--- src/rtl/rtw_pkg.sv ---
package rtw_pkg;

    localparam int WORD_W      = 64;
    localparam int ENTRY_SHIFT = 5;
    localparam int BEAT_SHIFT  = 3;
    localparam int NUM_BEATS   = 4;
    localparam int PERM_W      = 3;
    localparam int DUMMY_BIT   = 3;
    localparam int LAST_BIT    = 4;
    localparam int NEXT_LSB    = 16;

    typedef logic [WORD_W-1:0] word_t;

    // word order inside an entry: lower, upper, delta, control
    typedef struct packed {
        word_t lower;
        word_t upper;
        word_t delta;
        word_t ctrl;
    } rt_entry_t;

    typedef enum logic [1:0] {
        ST_IDLE,
        ST_REQ,
        ST_RSP,
        ST_JUDGE
    } walk_state_e;

    typedef enum logic [1:0] {
        VD_INSTALL,
        VD_FOLLOW,
        VD_BOUNDS,
        VD_DEPTH
    } verdict_e;

    function automatic logic covers(rt_entry_t e, word_t va);
        return (e.lower <= va) && (va < e.upper);
    endfunction

    function automatic logic [PERM_W-1:0] perm_of(word_t c);
        return c[PERM_W-1:0];
    endfunction

endpackage

--- src/rtl/rtw_addr_gen.sv ---
module rtw_addr_gen
    import rtw_pkg::*;
#(
    parameter int ID_W = 6
) (
    input  word_t           tbl_base,
    input  logic [ID_W-1:0] id,
    input  logic [1:0]      beat,
    output word_t           addr
);
    word_t id_off;
    word_t beat_off;

    assign id_off   = word_t'(id) << ENTRY_SHIFT;
    assign beat_off = word_t'(beat) << BEAT_SHIFT;
    assign addr     = tbl_base + id_off + beat_off;

endmodule

--- src/rtl/rtw_beat_collect.sv ---
module rtw_beat_collect
    import rtw_pkg::*;
(
    input  logic       clk,
    input  logic       rst,
    input  logic       wr_en,
    input  logic [1:0] beat,
    input  word_t      data,
    output rt_entry_t  entry
);
    word_t words [NUM_BEATS];

    for (genvar b = 0; b < NUM_BEATS; b++) begin : g_word
        always_ff @(posedge clk) begin
            if (rst) begin
                words[b] <= '0;
            end else if (wr_en && beat == 2'(b)) begin
                words[b] <= data;
            end
        end
    end

    assign entry.lower = words[0];
    assign entry.upper = words[1];
    assign entry.delta = words[2];
    assign entry.ctrl  = words[3];

endmodule

--- src/rtl/rtw_judge.sv ---
module rtw_judge
    import rtw_pkg::*;
#(
    parameter int ID_W     = 6,
    parameter int MAX_HOPS = 16,
    parameter int HOP_W    = 5
) (
    input  rt_entry_t       ent,
    input  word_t           va,
    input  logic [HOP_W-1:0] hops,
    output verdict_e        verdict,
    output logic [ID_W-1:0] next_id
);
    always_comb begin
        next_id = ent.ctrl[NEXT_LSB +: ID_W];
        if (covers(ent, va)) begin
            verdict = VD_INSTALL;
        end else if (ent.ctrl[LAST_BIT]) begin
            verdict = VD_BOUNDS;
        end else if (hops == HOP_W'(MAX_HOPS)) begin
            verdict = VD_DEPTH;
        end else begin
            verdict = VD_FOLLOW;
        end
    end

endmodule

--- src/rtl/rtw_walker.sv ---
module rtw_walker
    import rtw_pkg::*;
#(
    parameter int ID_W     = 6,
    parameter int MAX_HOPS = 16
) (
    input  logic                clk,
    input  logic                rst,
    input  logic                miss_valid,
    output logic                miss_ready,
    input  logic [ID_W-1:0]     miss_id,
    input  logic [WORD_W-1:0]   miss_va,
    input  logic [WORD_W-1:0]   table_base,
    output logic                mem_req_valid,
    input  logic                mem_req_ready,
    output logic [WORD_W-1:0]   mem_req_addr,
    input  logic                mem_rsp_valid,
    input  logic [WORD_W-1:0]   mem_rsp_data,
    output logic                fill_valid,
    output logic [ID_W-1:0]     fill_id,
    output logic [WORD_W-1:0]   fill_base,
    output logic [WORD_W-1:0]   fill_limit,
    output logic [WORD_W-1:0]   fill_delta,
    output logic [PERM_W-1:0]   fill_perm,
    output logic                fill_dummy,
    output logic                ptw_req_valid,
    output logic [WORD_W-1:0]   ptw_req_va,
    output logic                fault_valid,
    output logic                fault_depth,
    output logic [ID_W-1:0]     fault_id,
    output logic [WORD_W-1:0]   fault_va
);
    localparam int HOP_W = $clog2(MAX_HOPS + 1);

    walk_state_e      state_q;
    logic [ID_W-1:0]  cur_id_q;
    word_t            va_q;
    word_t            base_q;
    logic [1:0]       beat_q;
    logic [HOP_W-1:0] hop_q;

    rt_entry_t        entry;
    verdict_e         verdict;
    logic [ID_W-1:0]  next_id;
    logic             rsp_take;

    assign miss_ready    = (state_q == ST_IDLE);
    assign mem_req_valid = (state_q == ST_REQ);
    assign rsp_take      = (state_q == ST_RSP) && mem_rsp_valid;

    rtw_addr_gen #(.ID_W(ID_W)) u_addr (
        .tbl_base (base_q),
        .id       (cur_id_q),
        .beat     (beat_q),
        .addr     (mem_req_addr)
    );

    rtw_beat_collect u_collect (
        .clk   (clk),
        .rst   (rst),
        .wr_en (rsp_take),
        .beat  (beat_q),
        .data  (mem_rsp_data),
        .entry (entry)
    );

    rtw_judge #(.ID_W(ID_W), .MAX_HOPS(MAX_HOPS), .HOP_W(HOP_W)) u_judge (
        .ent     (entry),
        .va      (va_q),
        .hops    (hop_q),
        .verdict (verdict),
        .next_id (next_id)
    );

    always_ff @(posedge clk) begin
        if (rst) begin
            state_q       <= ST_IDLE;
            cur_id_q      <= '0;
            va_q          <= '0;
            base_q        <= '0;
            beat_q        <= '0;
            hop_q         <= '0;
            fill_valid    <= 1'b0;
            fill_id       <= '0;
            fill_base     <= '0;
            fill_limit    <= '0;
            fill_delta    <= '0;
            fill_perm     <= '0;
            fill_dummy    <= 1'b0;
            ptw_req_valid <= 1'b0;
            ptw_req_va    <= '0;
            fault_valid   <= 1'b0;
            fault_depth   <= 1'b0;
            fault_id      <= '0;
            fault_va      <= '0;
        end else begin
            fill_valid    <= 1'b0;
            ptw_req_valid <= 1'b0;
            fault_valid   <= 1'b0;
            unique case (state_q)
                ST_IDLE: begin
                    if (miss_valid) begin
                        cur_id_q <= miss_id;
                        va_q     <= miss_va;
                        base_q   <= table_base;
                        beat_q   <= '0;
                        hop_q    <= '0;
                        state_q  <= ST_REQ;
                    end
                end
                ST_REQ: begin
                    if (mem_req_ready) state_q <= ST_RSP;
                end
                ST_RSP: begin
                    if (mem_rsp_valid) begin
                        if (beat_q == 2'(NUM_BEATS - 1)) begin
                            state_q <= ST_JUDGE;
                        end else begin
                            beat_q  <= beat_q + 2'd1;
                            state_q <= ST_REQ;
                        end
                    end
                end
                ST_JUDGE: begin
                    unique case (verdict)
                        VD_INSTALL: begin
                            fill_valid    <= 1'b1;
                            fill_id       <= cur_id_q;
                            fill_base     <= entry.lower;
                            fill_limit    <= entry.upper;
                            fill_delta    <= entry.delta;
                            fill_perm     <= perm_of(entry.ctrl);
                            fill_dummy    <= entry.ctrl[DUMMY_BIT];
                            ptw_req_valid <= entry.ctrl[DUMMY_BIT];
                            ptw_req_va    <= va_q;
                            state_q       <= ST_IDLE;
                        end
                        VD_FOLLOW: begin
                            cur_id_q <= next_id;
                            hop_q    <= hop_q + 1'b1;
                            beat_q   <= '0;
                            state_q  <= ST_REQ;
                        end
                        default: begin
                            fault_valid <= 1'b1;
                            fault_depth <= (verdict == VD_DEPTH);
                            fault_id    <= cur_id_q;
                            fault_va    <= va_q;
                            state_q     <= ST_IDLE;
                        end
                    endcase
                end
                default: state_q <= ST_IDLE;
            endcase
        end
    end


    req_hold_chk: assert property (@(posedge clk) disable iff (rst)
        mem_req_valid && !mem_req_ready |=> mem_req_valid && $stable(mem_req_addr));


    ptw_pair_chk: assert property (@(posedge clk) disable iff (rst)
        ptw_req_valid |-> fill_valid && fill_dummy);


    fill_fault_excl_chk: assert property (@(posedge clk) disable iff (rst)
        fill_valid |-> !fault_valid);


    busy_after_accept_chk: assert property (@(posedge clk) disable iff (rst)
        miss_valid && miss_ready |=> !miss_ready);


    fill_pulse_chk: assert property (@(posedge clk) disable iff (rst)
        fill_valid |=> !fill_valid);


    fill_bounds_chk: assert property (@(posedge clk) disable iff (rst)
        fill_valid |-> (fill_base <= va_q) && (va_q < fill_limit));


    hop_limit_chk: assert property (@(posedge clk) disable iff (rst)
        hop_q <= HOP_W'(MAX_HOPS));

endmodule

--- config.mk ---
export PLATFORM = sky130hd
export DESIGN_NAME = rtw_walker
export DESIGN_NICKNAME = d
export VERILOG_FILES = /design/src/rtl/rtw_pkg.sv /design/src/rtl/rtw_addr_gen.sv /design/src/rtl/rtw_beat_collect.sv /design/src/rtl/rtw_judge.sv /design/src/rtl/rtw_walker.sv
export SDC_FILE = /design/constraint.sdc
export NUM_CORES = 1
export LEC_CHECK = 0
export ABC_AREA = 1
export BUFFER_PORTS_ARGS = -buffer_cell sky130_fd_sc_hd__buf_2
export CORE_MARGIN = 1
export CORE_UTILIZATION = 45
export DETAILED_ROUTE_END_ITERATION = 7
export PLACE_DENSITY = 0.69
export RECOVER_POWER = 50
export SLEW_MARGIN = 15
export SYNTH_ARGS = -nofsm -noshare
export SYNTH_HDL_FRONTEND = slang
export SYNTH_SLANG_ARGS = --single-unit
--- constraint.sdc ---
create_clock -name clk -period 7.8 [get_ports clk]
set_input_delay 1.95 -clock clk [delete_from_list [all_inputs] [get_ports clk]]
set_output_delay 1.95 -clock clk [all_outputs]
set_load 0.01 [all_outputs]
After elaboration in Yosys (flattened, before gate mapping)
Memory sizes are Yosys's and may differ from the RTL's. A register that Yosys moved wholly into a read port is not among the register bits.
Index checks and enable logic that the tools add are counted.
{"block": "word_totals", "ff_bits": 419, "latch_bits": 0, "mem_bits_rw": 256, "rom_bits": 0, "in_bits": 203, "out_inout_bits": 406, "wordCells": 106, "n_memories": 1}
{"block": "op_classes", "n_addsub": 4, "n_mul": 0, "div": 0, "order_cmp": 2, "n_eq_ne": 14, "n_shift": 0, "muxes": 40, "n_bitwise": 7, "n_reduce_logical": 20}
{"name": "u_collect.words", "depth": 4, "word_bits": 64, "read_ports": 4, "rd_clocked_by_memory_dff": 1, "write_ports": 4, "line": "rtw_beat_collect.sv:11", "text": "word_t words [NUM_BEATS];"}
{"operator": "64-bit two-way mux", "count": 4}
{"operator": "64-bit by 11-bit adder with 64-bit output", "count": 1}
{"operator": "64-bit by 5-bit adder with 64-bit output", "count": 1}
{"operator": "64-bit <= comparator", "count": 1}
{"operator": "64-bit less-than comparator", "count": 1}
{"operator": "2-bit two-way mux", "count": 11}
{"operator": "1-bit two-way mux", "count": 17}
{"operator": "6-bit two-way mux", "count": 2}
{"operator": "6-bit one-hot mux with 2 select lines", "count": 1}
{"operator": "2-bit == test, second input constant", "count": 5}
{"operator": "5-bit two-way mux", "count": 2}
{"operator": "5-bit one-hot mux with 2 select lines", "count": 1}
{"operator": "2-bit inequality test, second input constant", "count": 4}
{"operator": "2-bit one-hot mux with 4 select lines", "count": 1}
{"operator": "2-bit by 1-bit == test with 1-bit output, second input constant", "count": 3}
{"operator": "1-bit logical AND", "count": 6}
{"operator": "2-bit logical NOT", "count": 3}
{"operator": "2-bit one-hot mux with 3 select lines", "count": 1}
{"operator": "2-bit AND reduction", "count": 3}
{"operator": "3-bit AND reduction", "count": 2}
{"operator": "5-bit by 1-bit adder with 5-bit output, second input constant", "count": 1}
{"operator": "5-bit == test, second input constant", "count": 1}
{"operator": "5-bit AND reduction", "count": 1}
{"operator": "1-bit OR", "count": 4}
{"operator": "other kinds (7)", "count": 10}

Depth between registers and ports, before layout
Gate-level depths: netlist of run 1.
{"block": "depth", "depth_word": 8, "depth_mapped": 23}

Modules after synthesis
Synthesis of run 1 repeated with hierarchy kept, for this count alone.
{"block": "hier_totals", "hier_cells": 3890, "hier_area_um2": 32631.3}
{"mod": "rtw_walker", "instances": 1, "cells_per_inst": 2151, "area_each_um2": 16923.7}
{"mod": "rtw_beat_collect", "instances": 1, "cells_per_inst": 624, "area_each_um2": 9549.2}
{"mod": "rtw_judge", "instances": 1, "cells_per_inst": 546, "area_each_um2": 3398.3}
{"mod": "rtw_addr_gen", "instances": 1, "cells_per_inst": 569, "area_each_um2": 2760.1}

Least setup slack after synthesis of run 1
Ideal clock, no wire load.
{"block": "synth_timing", "path_type": "register to output", "startpoint": "register beat_q[0]", "endpoint": "output mem_req_addr[53]", "arrival_ps": 2556, "required_ps": 5850, "setup_slack_ps": 3294, "stages_incl_launch_ff": 16, "path_buffers": 0, "path_cell_list": "dfxtp_1 > ha_1 > inv_1 > fa_1 > nand3b_1 > nand2_1 > a21oi_2 > o21ai_2 > inv_1 > nor2_4 > nand2_4 > nor2_4 > nand2_4 > nor2_4 > nand4_1 > xnor2_1"}
{"block": "synth_via", "elab_chain_cells": 1}
{"element": "start: declaration", "line": "rtw_walker.sv:39", "text": "logic [1:0] beat_q;"}
{"element": "start signal: assignment", "line": "rtw_walker.sv:119", "text": "beat_q <= beat_q + 2'd1;"}
{"element": "64-bit by 5-bit adder with 64-bit output", "line": "rtw_addr_gen.sv:16", "text": "assign addr = tbl_base + id_off + beat_off;"}
{"element": "end: declaration", "line": "rtw_walker.sv:16", "text": "output logic [WORD_W-1:0] mem_req_addr,"}
No other way between the ends.

==> results_dict.tcl, run 1 <==
set metrics [dict create \
    outcome "finished, violations left" \
    failed_checks "max-capacitance violations, max-slew violations" \
    htree_levels 3 \
    ir_drop_mv 0.189 \
    pin_count 609 \
    worstSetupPathType "input port to flip-flop" \
    p_per_area_nw_per_um2 272 \
    fin_worst_skew_ns 0.0345 \
    yosysWarnings 0 \
    multi_input_area_um2 10900 \
    p_leak_nw 14.1 \
    fill_cells 6185 \
    tns_ns 0 \
    cts.sinks 686 \
    seqCellArea_um2 15800 \
    grt_pass1_wl_um 137000 \
    setup_viol 0 \
    max_cap_violations 12 \
    hold_class "flip-flop to flip-flop" \
    grt_pass1_vias 23832 \
    cp-startpoint "rst" \
    cts_made_buffers 73 \
    synth-seq-cells 686 \
    place.gp.congestion 0.905 \
    endpoint "u_collect.words[1][43]$_SDFFCE_PN0P_" \
    die_area_um2 66700 \
    rsz0062_at_grt "no" \
    wl_per_cell_um 18.7 \
    regToRegEndpoint "va_q[34]$_SDFFE_PP0P_" \
    slowest_delay_ns 1.48 \
    post-route-period-util 0.813 \
    die_h_um 258 \
    num_vias 25414 \
    nNetsFinal 4305 \
    cts_setup_buffers 0 \
    placed_cell_area_um2 33000 \
    yosysSeqAreaShare 0.534 \
    yosysUniqueCellTypes 45 \
    fin_area_um2 35000 \
    place_hpwl_um 63000 \
    drt-pass1-iter-count 5 \
    final_util 0.541 \
    crit_path_end_kind "flip-flop" \
    cts_tree "done" \
    crit_chain "clkbuf_1 > inv_8 > nand2_1 > buf_4" \
    antenna_left 0 \
    io_buffers 608 \
    final_cell_mix "564 x inv_1, 509 x a21oi_1, 483 x dfxtp_1" \
    dr.first_iter.drc_count 2261 \
    reg2reg_depth 5 \
    final_common_cell "inv_1" \
    layout-drive-gt1-share 0.104 \
    syn_inst 3456 \
    fmax_mhz 158 \
    clock_path_buffers 3 \
    syn_nets 3801 \
    cp_data_arrival_time_ns 6.56 \
    fp.dieW_um 258 \
    grt_usage 0.265 \
    rows 93 \
    critPathSlowestCell "nand2_1" \
    post-route-min-period_ns 6.34 \
    syn_to_final_growth_pct 18.5 \
    path_max_fanout 164 \
    cp.required_ns 8.02 \
    whs_ns 0.444 \
    antenna_found_initial 13 \
    syn_area_um2 29500 \
    vias_per_cell 5.20 \
    post_cts_resized 0 \
    coreArea_um2 64700 \
    r2r_setup_slack_ns 2.54 \
    syn_avg_cell_area_um2 8.55 \
    grt_max_degree 269 \
    start_util 0.457 \
    clk_pin_slew_worst_paths_ns 0.06 \
    ctsHoldBuffers 0 \
    drcViolationCount 0 \
    clock-root-buffer "clkbuf_16" \
    hold_viol_final 0 \
    grt_remaining_overflow 0 \
    tightestPinTransition_ns 2.82 \
    r2r-start "state_q[0]$_SDFFE_PP0P_" \
    start_kind "input port" \
    clk_latency_ns 0.62 \
    drv_slew 706 \
    drt-total-wl_um 91200 \
    slew_headroom -0.882 \
]
## where the power goes
part	internal (mW)	switching, mW
clock	2.09	1.47
sequential	3.99	0.286
combinational	0.549	1.13
total	6.63	2.89
## worst max-delay path, delay by kind of cell
family | cells | cell delay, ns
buffers and inverters | 3 | 2.85
and+or+nand+nor | 1 | 1.48
## worst min path at each step
stage | depth (start not counted) | slack, ns | end | start
5_1_grt | 2 | 0.46 | ptw_req_va[16]$_SDFFE_PP0P_ | ptw_req_va[16]$_SDFFE_PP0P_
6_report | 2 | 0.44 | ptw_req_va[14]$_SDFFE_PP0P_ | ptw_req_va[14]$_SDFFE_PP0P_
3_3_place_gp | 2 | 0.43 | fill_base[10]$_SDFFE_PP0P_ | fill_base[10]$_SDFFE_PP0P_
3_5_place_dp | 2 | 0.43 | fill_limit[36]$_SDFFE_PP0P_ | fill_limit[36]$_SDFFE_PP0P_
4_1_cts | 2 | 0.44 | fill_limit[36]$_SDFFE_PP0P_ | fill_limit[36]$_SDFFE_PP0P_
2_1_floorplan | 2 | 0.43 | ptw_req_valid$_SDFF_PP0_ | u_collect.words[3][3]$_SDFFCE_PN0P_
## layout make-up
class | count | share of cell area
Inverter | 566 | 0.0609
Tap cell | 855 | 0.0306
Timing Repair Buffer | 619 | 0.0770
Multi-Input combinational cell | 2014 | 0.310
Sequential cell | 686 | 0.450
Antenna cell | 9 | 0.000643
Clock buffer | 106 | 0.0610
Clock inverter | 30 | 0.00954
## cell usage after synthesis, drive strengths merged
| library cell | number | share of area |
|---|---|---|
| a21o | 3 | 0.00076 |
| nor2 | 390 | 0.051 |
| fa | 1 | 0.00068 |
| clkinv | 1 | 0.00013 |
| nand2 | 280 | 0.036 |
| xor2 | 44 | 0.013 |
| nand4 | 35 | 0.0078 |
| ha | 141 | 0.060 |
| inv | 565 | 0.072 |
| a21boi | 1 | 0.00025 |
| a41oi | 1 | 0.00030 |
| nand3b | 1 | 0.00025 |
| edfxtp | 203 | 0.21 |
| o211ai | 2 | 0.00051 |
| a31oi | 1 | 0.00021 |
| o22ai | 1 | 0.00021 |
| nor3 | 36 | 0.0070 |
| nor4b | 1 | 0.00030 |
| and3b | 1 | 0.00030 |
| xnor2 | 16 | 0.0047 |
| or3 | 1 | 0.00038 |
| nor4 | 7 | 0.0019 |
| clkbuf | 125 | 0.016 |
| a21oi | 510 | 0.087 |
| o21a | 4 | 0.0010 |
| o21ai | 422 | 0.072 |
| nand3 | 115 | 0.020 |
| buf | 65 | 0.013 |
| dfxtp | 483 | 0.33 |
## cell families after synthesis
family | share of synthesized area
XOR/XNOR | 0.0178
AO/OA/AOI/OAI | 0.162
adder cells (fa/ha/maj) | 0.0604
buffers and inverters | 0.101
flip-flops | 0.534
AND/OR/NAND/NOR | 0.126
## per-stage QoR
stage / power (mW) / setup slack, ns / std cells
5_1_grt: 9.94 / 1.14 / 4885
3_3_place_gp: 6.00 / 2.96 / 4740
3_5_place_dp: 6.04 / 2.87 / 4740
4_1_cts: 9.58 / 2.20 / 4876
6_report: 9.52 / 1.46 / 4885
2_1_floorplan: 5.35 / 3.29 / 3456
## state kept, by name (all words and copies together), names as in the netlist
name	cells
base_q	64
ptw_req_valid	1
fault_va	64
fault_valid	1
fill_perm	3
fill_id	6
hop_q	5
fault_depth	1
fill_dummy	1
cur_id_q	6
state_q	2
fill_valid	1
u_collect.words	203
beat_q	2
fault_id	6
fill_limit	64
ptw_req_va	64
va_q	64
fill_base	64
fill_delta	64
## routing by layer
metal | GRT usage | routed length [µm] | vias to the layer above
met1 | 0.339 | 37700 | 12006
met3 | 0.0495 | 6590 | 183
li1 | - | - | 12314
met5 | 0 | 43 | -
met4 | 0.107 | 3460 | 6
met2 | 0.442 | 43400 | 905
No activity file was read; power rests on OpenSTA's default activity.
==> run 2, diff against run 1 <==
Settings changed: PLACE_DENSITY 0.69 to 0.71.
Clock period 7.8 ns to 5.4 ns, I/O delays scaled along.
==> results_dict.tcl, run 2 (synthesized netlist as in run 1, its figures left out) <==
set metrics [dict create \
    drt-pass1-iter-count 6 \
    regMostFlops "u_collect.words" \
    grt_pass1_vias 24225 \
    die_area_um2 66700 \
    fill_cells 6176 \
    layout-drive-gt1-share 0.107 \
    pin_count 609 \
    final_common_cell "inv_1" \
    path_max_fanout 128 \
    cts.sinks 686 \
    tns_ns 0 \
    post_cts_resized 0 \
    use_met2 0.436 \
    worstSetupPathType "input port to flip-flop" \
    seqCellArea_um2 15800 \
    grt_max_degree 200 \
    ir_drop_mv 0.228 \
    pre_cts_ws_ns 1.11 \
    fin_worst_skew_ns 0.0270 \
    rsz0062_at_grt "no" \
    final_cell_mix "564 x inv_1, 509 x a21oi_1, 483 x dfxtp_1" \
    place_hpwl_um 65300 \
    setup_ws_ns 0.344 \
    num_vias 25438 \
    grt_use_met1 0.338 \
    drcViolationCount 0 \
    antenna_found_initial 16 \
    vias_per_cell 5.19 \
    start_util 0.457 \
    crit_chain "clkbuf_1 > inv_8 > nand2_1 > buf_4" \
    grt_remaining_overflow 0 \
    rows 93 \
    met3_usage 0.0647 \
    cp_data_arrival_time_ns 5.31 \
    clk_latency_ns 0.63 \
    clk_pin_slew_worst_paths_ns 0.05 \
    largest_reg_flops 203 \
    hold_class "flip-flop to flip-flop" \
    grt_usage 0.270 \
    clock-root-buffer "clkbuf_16" \
    slowest_delay_ns 1.87 \
    outcome "finished, violations left" \
    start_kind "input port" \
    multi_input_area_um2 10800 \
    htree_levels 3 \
    setup_viol 0 \
    fp.dieW_um 258 \
    cts_made_buffers 74 \
    place.gp.congestion 0.907 \
    grt_pass1_wl_um 139000 \
    syn_to_final_growth_pct 18.9 \
    ctsHoldBuffers 0 \
    critPathSlowestCell "nand2_1" \
    clock_path_buffers 3 \
    failed_checks "max-capacitance violations, max-slew violations" \
    nNetsFinal 4321 \
    hold_viol_final 0 \
    tightestPinTransition_ns 2.36 \
    p_leak_nw 14.1 \
    post-route-period-util 0.936 \
    io_buffers 608 \
    grt-busiest-layer "met2" \
    drt-total-wl_um 92800 \
    crit_path_end_kind "flip-flop" \
    cts_tree "done" \
    slew_headroom -0.577 \
    coreArea_um2 64700 \
    max_cap_violations 11 \
    post-route-min-period_ns 5.06 \
    dr.first_iter.drc_count 2174 \
    wl_per_cell_um 18.9 \
    fmax_mhz 198 \
    cp.required_ns 5.66 \
    cts_setup_buffers 0 \
    p_per_area_nw_per_um2 393 \
    die_h_um 258 \
    drv_slew 673 \
    antenna_left 0 \
]
[run 2: cell count changes in the layout (fill, tap and decap cells not counted), sizes merged]
cell | previous run | this run
diode | 9 | 11
clkinvlp | 1 | 2
clkbuf | 459 | 454
inv | 568 | 571
clkinv | 22 | 21
buf | 266 | 283
[run 2: area by class of cell]
type,count,area share
tap,855,0.0304
clock buffer,103,0.0590
antenna,11,0.000783
inverter,566,0.0607
clock inverter,33,0.0112
timing repair buffer,634,0.0808
sequential,686,0.449
multi-input combinational,2014,0.308
[run 2: per-layer routing]
metal | routed length (µm) | vias to the layer above
met5 | 29 | -
met3 | 7210 | 243
li1 | - | 12353
met2 | 42700 | 967
met1 | 38300 | 11871
met4 | 4570 | 4
[run 2: final timing paths]
check	from	to	slack (ns)	cells past startpoint
max	rst	u_collect.words[1][6]$_SDFFCE_PN0P_	0.34	4
min reg2reg	ptw_req_va[18]$_SDFFE_PP0P_	ptw_req_va[18]$_SDFFE_PP0P_	0.44	2
min	ptw_req_va[18]$_SDFFE_PP0P_	ptw_req_va[18]$_SDFFE_PP0P_	0.44	2
max reg2reg	state_q[0]$_SDFFE_PP0P_	va_q[50]$_SDFFE_PP0P_	1.33	5
[run 2: metrics by stage]
stage / total power, mW / area (µm²) / cells / hold slack, ns / utilization
floorplan: 7.73 / 29500 / 3456 / 0.425 / -
global placement: 8.71 / 33200 / 4755 / 0.429 / 0.513
detailed placement: 8.77 / 33200 / 4755 / 0.433 / 0.513
CTS: 13.9 / 35600 / 4891 / 0.442 / 0.551
global route: 14.4 / 35100 / 4901 / 0.454 / 0.543
finish: 13.8 / 35100 / 4902 / 0.442 / 0.543
[run 2: worst max-delay path: cells and delay by family]
kind                   cells  cell delay, ns
buffers and inverters      3            1.92
and+or+nand+nor            1            1.87
[run 2: where the power goes]
group | total, mW | internal (mW) | switching (mW)
Combinational | 2.46 | 0.806 | 1.66
Sequential | 6.18 | 5.76 | 0.415
Clock | 5.17 | 2.98 | 2.19
Total | 13.8 | 9.55 | 4.26
==> run 3, diff against run 2 <==
Settings changed: CORE_UTILIZATION 45 to 31, PLACE_DENSITY 0.71 to 0.53.
==> results_dict.tcl, run 3 (synthesized netlist as in run 1, its figures left out) <==
set metrics [dict create \
    outcome "finished, violations left" \
    failed_checks "max-capacitance violations, max-slew violations" \
    tns_ns 0 \
    crit_chain "ha_1 > inv_1 > fa_1 > nand3b_1 > nand2_1 > a21oi_2 > o21ai_2 > inv_1 > nor2_4 > nand2_4 > nor2_4 > nand2_4 > nor2_4 > nand4_1 > xnor2_1 > buf_2" \
    fill_cells 10013 \
    fin_worst_skew_ns 0.0341 \
    whs_path_depth 2 \
    grt_pass1_vias 24289 \
    grt_pass1_wl_um 151000 \
    largest_reg_flops 203 \
    post_cts_resized 0 \
    drt-pass1-iter-count 5 \
    antenna_left 0 \
    grt_max_degree 144 \
    dr.first_iter.drc_count 1612 \
    drt-total-wl_um 102000 \
    clk_pin_slew_worst_paths_ns 0.05 \
    wl_per_cell_um 19.2 \
    cts_tree "done" \
    fp.dieW_um 311 \
    slowest_delay_ns 0.42 \
    critPathSlowestCell "dfxtp_1" \
    pin_count 609 \
    tightestPinTransition_ns 2.77 \
    antenna_found_initial 13 \
    hold_viol_final 0 \
    post-route-period-util 0.926 \
    p_leak_nw 14.3 \
    die_h_um 311 \
    place.gp.congestion 0.869 \
    post-route-min-period_ns 5.00 \
    ir_drop_mv 0.230 \
    grt_remaining_overflow 0 \
    clock-root-buffer "clkbuf_16" \
    drv_slew 412 \
    start_kind "flip-flop" \
    final_cell_mix "563 x inv_1, 509 x a21oi_1, 483 x dfxtp_1" \
    p_per_area_nw_per_um2 393 \
    rows 112 \
    ctsHoldBuffers 0 \
    coreArea_um2 93900 \
    cts.sinks 686 \
    worstSetupPathType "flip-flop to primary output" \
    reg2reg_depth 5 \
    regMostFlops "u_collect.words" \
    cp_data_arrival_time_ns 3.65 \
    grt_usage 0.206 \
    clk_latency_ns 0.65 \
    start_util 0.315 \
    htree_levels 3 \
    fmax_mhz 200 \
    slew_headroom -0.847 \
    cp.required_ns 4.05 \
    hold_class "flip-flop to flip-flop" \
    crit_path_end_kind "primary output" \
    whs_ns 0.443 \
    die_area_um2 96600 \
    drcViolationCount 0 \
    io_buffers 608 \
    syn_to_final_growth_pct 21.4 \
    max_cap_violations 8 \
    layout-drive-gt1-share 0.110 \
    setup_viol 0 \
    cts_made_buffers 81 \
    cts_setup_buffers 0 \
    num_vias 24956 \
    crit_top_cell "nor2_4" \
    vias_per_cell 4.69 \
    path_max_fanout 6 \
    rsz0062_at_grt "no" \
    nNetsFinal 4334 \
    place_hpwl_um 73400 \
    clock_path_buffers 3 \
    final_common_cell "inv_1" \
]
-- run 3: changes by cell type in the layout (fill, tap and decap cells not counted), sizes merged --
cell / before / now
inv: 571 / 572
diode: 11 / 8
clkinvlp: 2 / 0
clkbuf: 454 / 477
buf: 283 / 293
bufinv: 5 / 1
clkinv: 21 / 14
-- run 3: cell type report --
class	count	area, µm²	share of cell area
diodes	8	20.0	0.000558
clock buffers	130	2460	0.0686
clock inverters	21	169	0.00471
inverters	566	2130	0.0594
multi-input cells	2014	10800	0.302
flip-flops and latches	686	15800	0.440
well taps	1254	1570	0.0437
repair buffers	640	2930	0.0817
-- run 3: worst max-delay path: cells and delay by family, from the launching register on --
family	cells	cell delay [ns]
simple gates	8	1.10
fa+ha+maj	2	0.63
flops	1	0.42
buf+inv	3	0.37
compound gates	2	0.29
xor+xnor	1	0.18
-- run 3: metrics by stage --
step                 util  setup slack, ns  power [mW]  cells  area [µm²]
floorplan               -             1.49        7.73   3456       29500
global placement    0.359             1.08        8.81   5160       33700
detailed placement  0.359             1.04        8.84   5160       33700
CTS                 0.387            0.317        14.3   5311       36400
global route        0.382           0.0676        14.8   5317       35900
finish              0.382            0.397        14.1   5319       35900
-- run 3: worst paths after layout --
path,from,to,slack (ns)
setup reg to reg,state_q[0]$_SDFFE_PP0P_,base_q[30]$_SDFFE_PP0P_,0.88
hold reg to reg,fill_delta[46]$_SDFFE_PP0P_,fill_delta[46]$_SDFFE_PP0P_,0.44
setup / recovery,beat_q[0]$_SDFFE_PP0P_,mem_req_addr[53],0.40
hold / removal,fill_delta[46]$_SDFFE_PP0P_,fill_delta[46]$_SDFFE_PP0P_,0.44
-- run 3: per-layer routing --
| layer | routed length (µm) | vias to the layer above | track usage | share of wire |
|---|---|---|---|---|
| li1 | - | 12393 | - | - |
| met1 | 44700 | 11744 | 0.259 | 0.44 |
| met2 | 48300 | 693 | 0.343 | 0.47 |
| met3 | 6740 | 120 | 0.0497 | 0.066 |
| met4 | 2570 | 6 | 0.0691 | 0.025 |
| met5 | 34 | - | 0 | 0.00033 |
-- run 3: report_power, final --
group          total [mW]  switching (mW)  internal, mW
sequential           6.16           0.394          5.77
clock                5.43            2.25          3.18
combinational        2.50            1.70         0.804
total                14.1            4.34          9.75
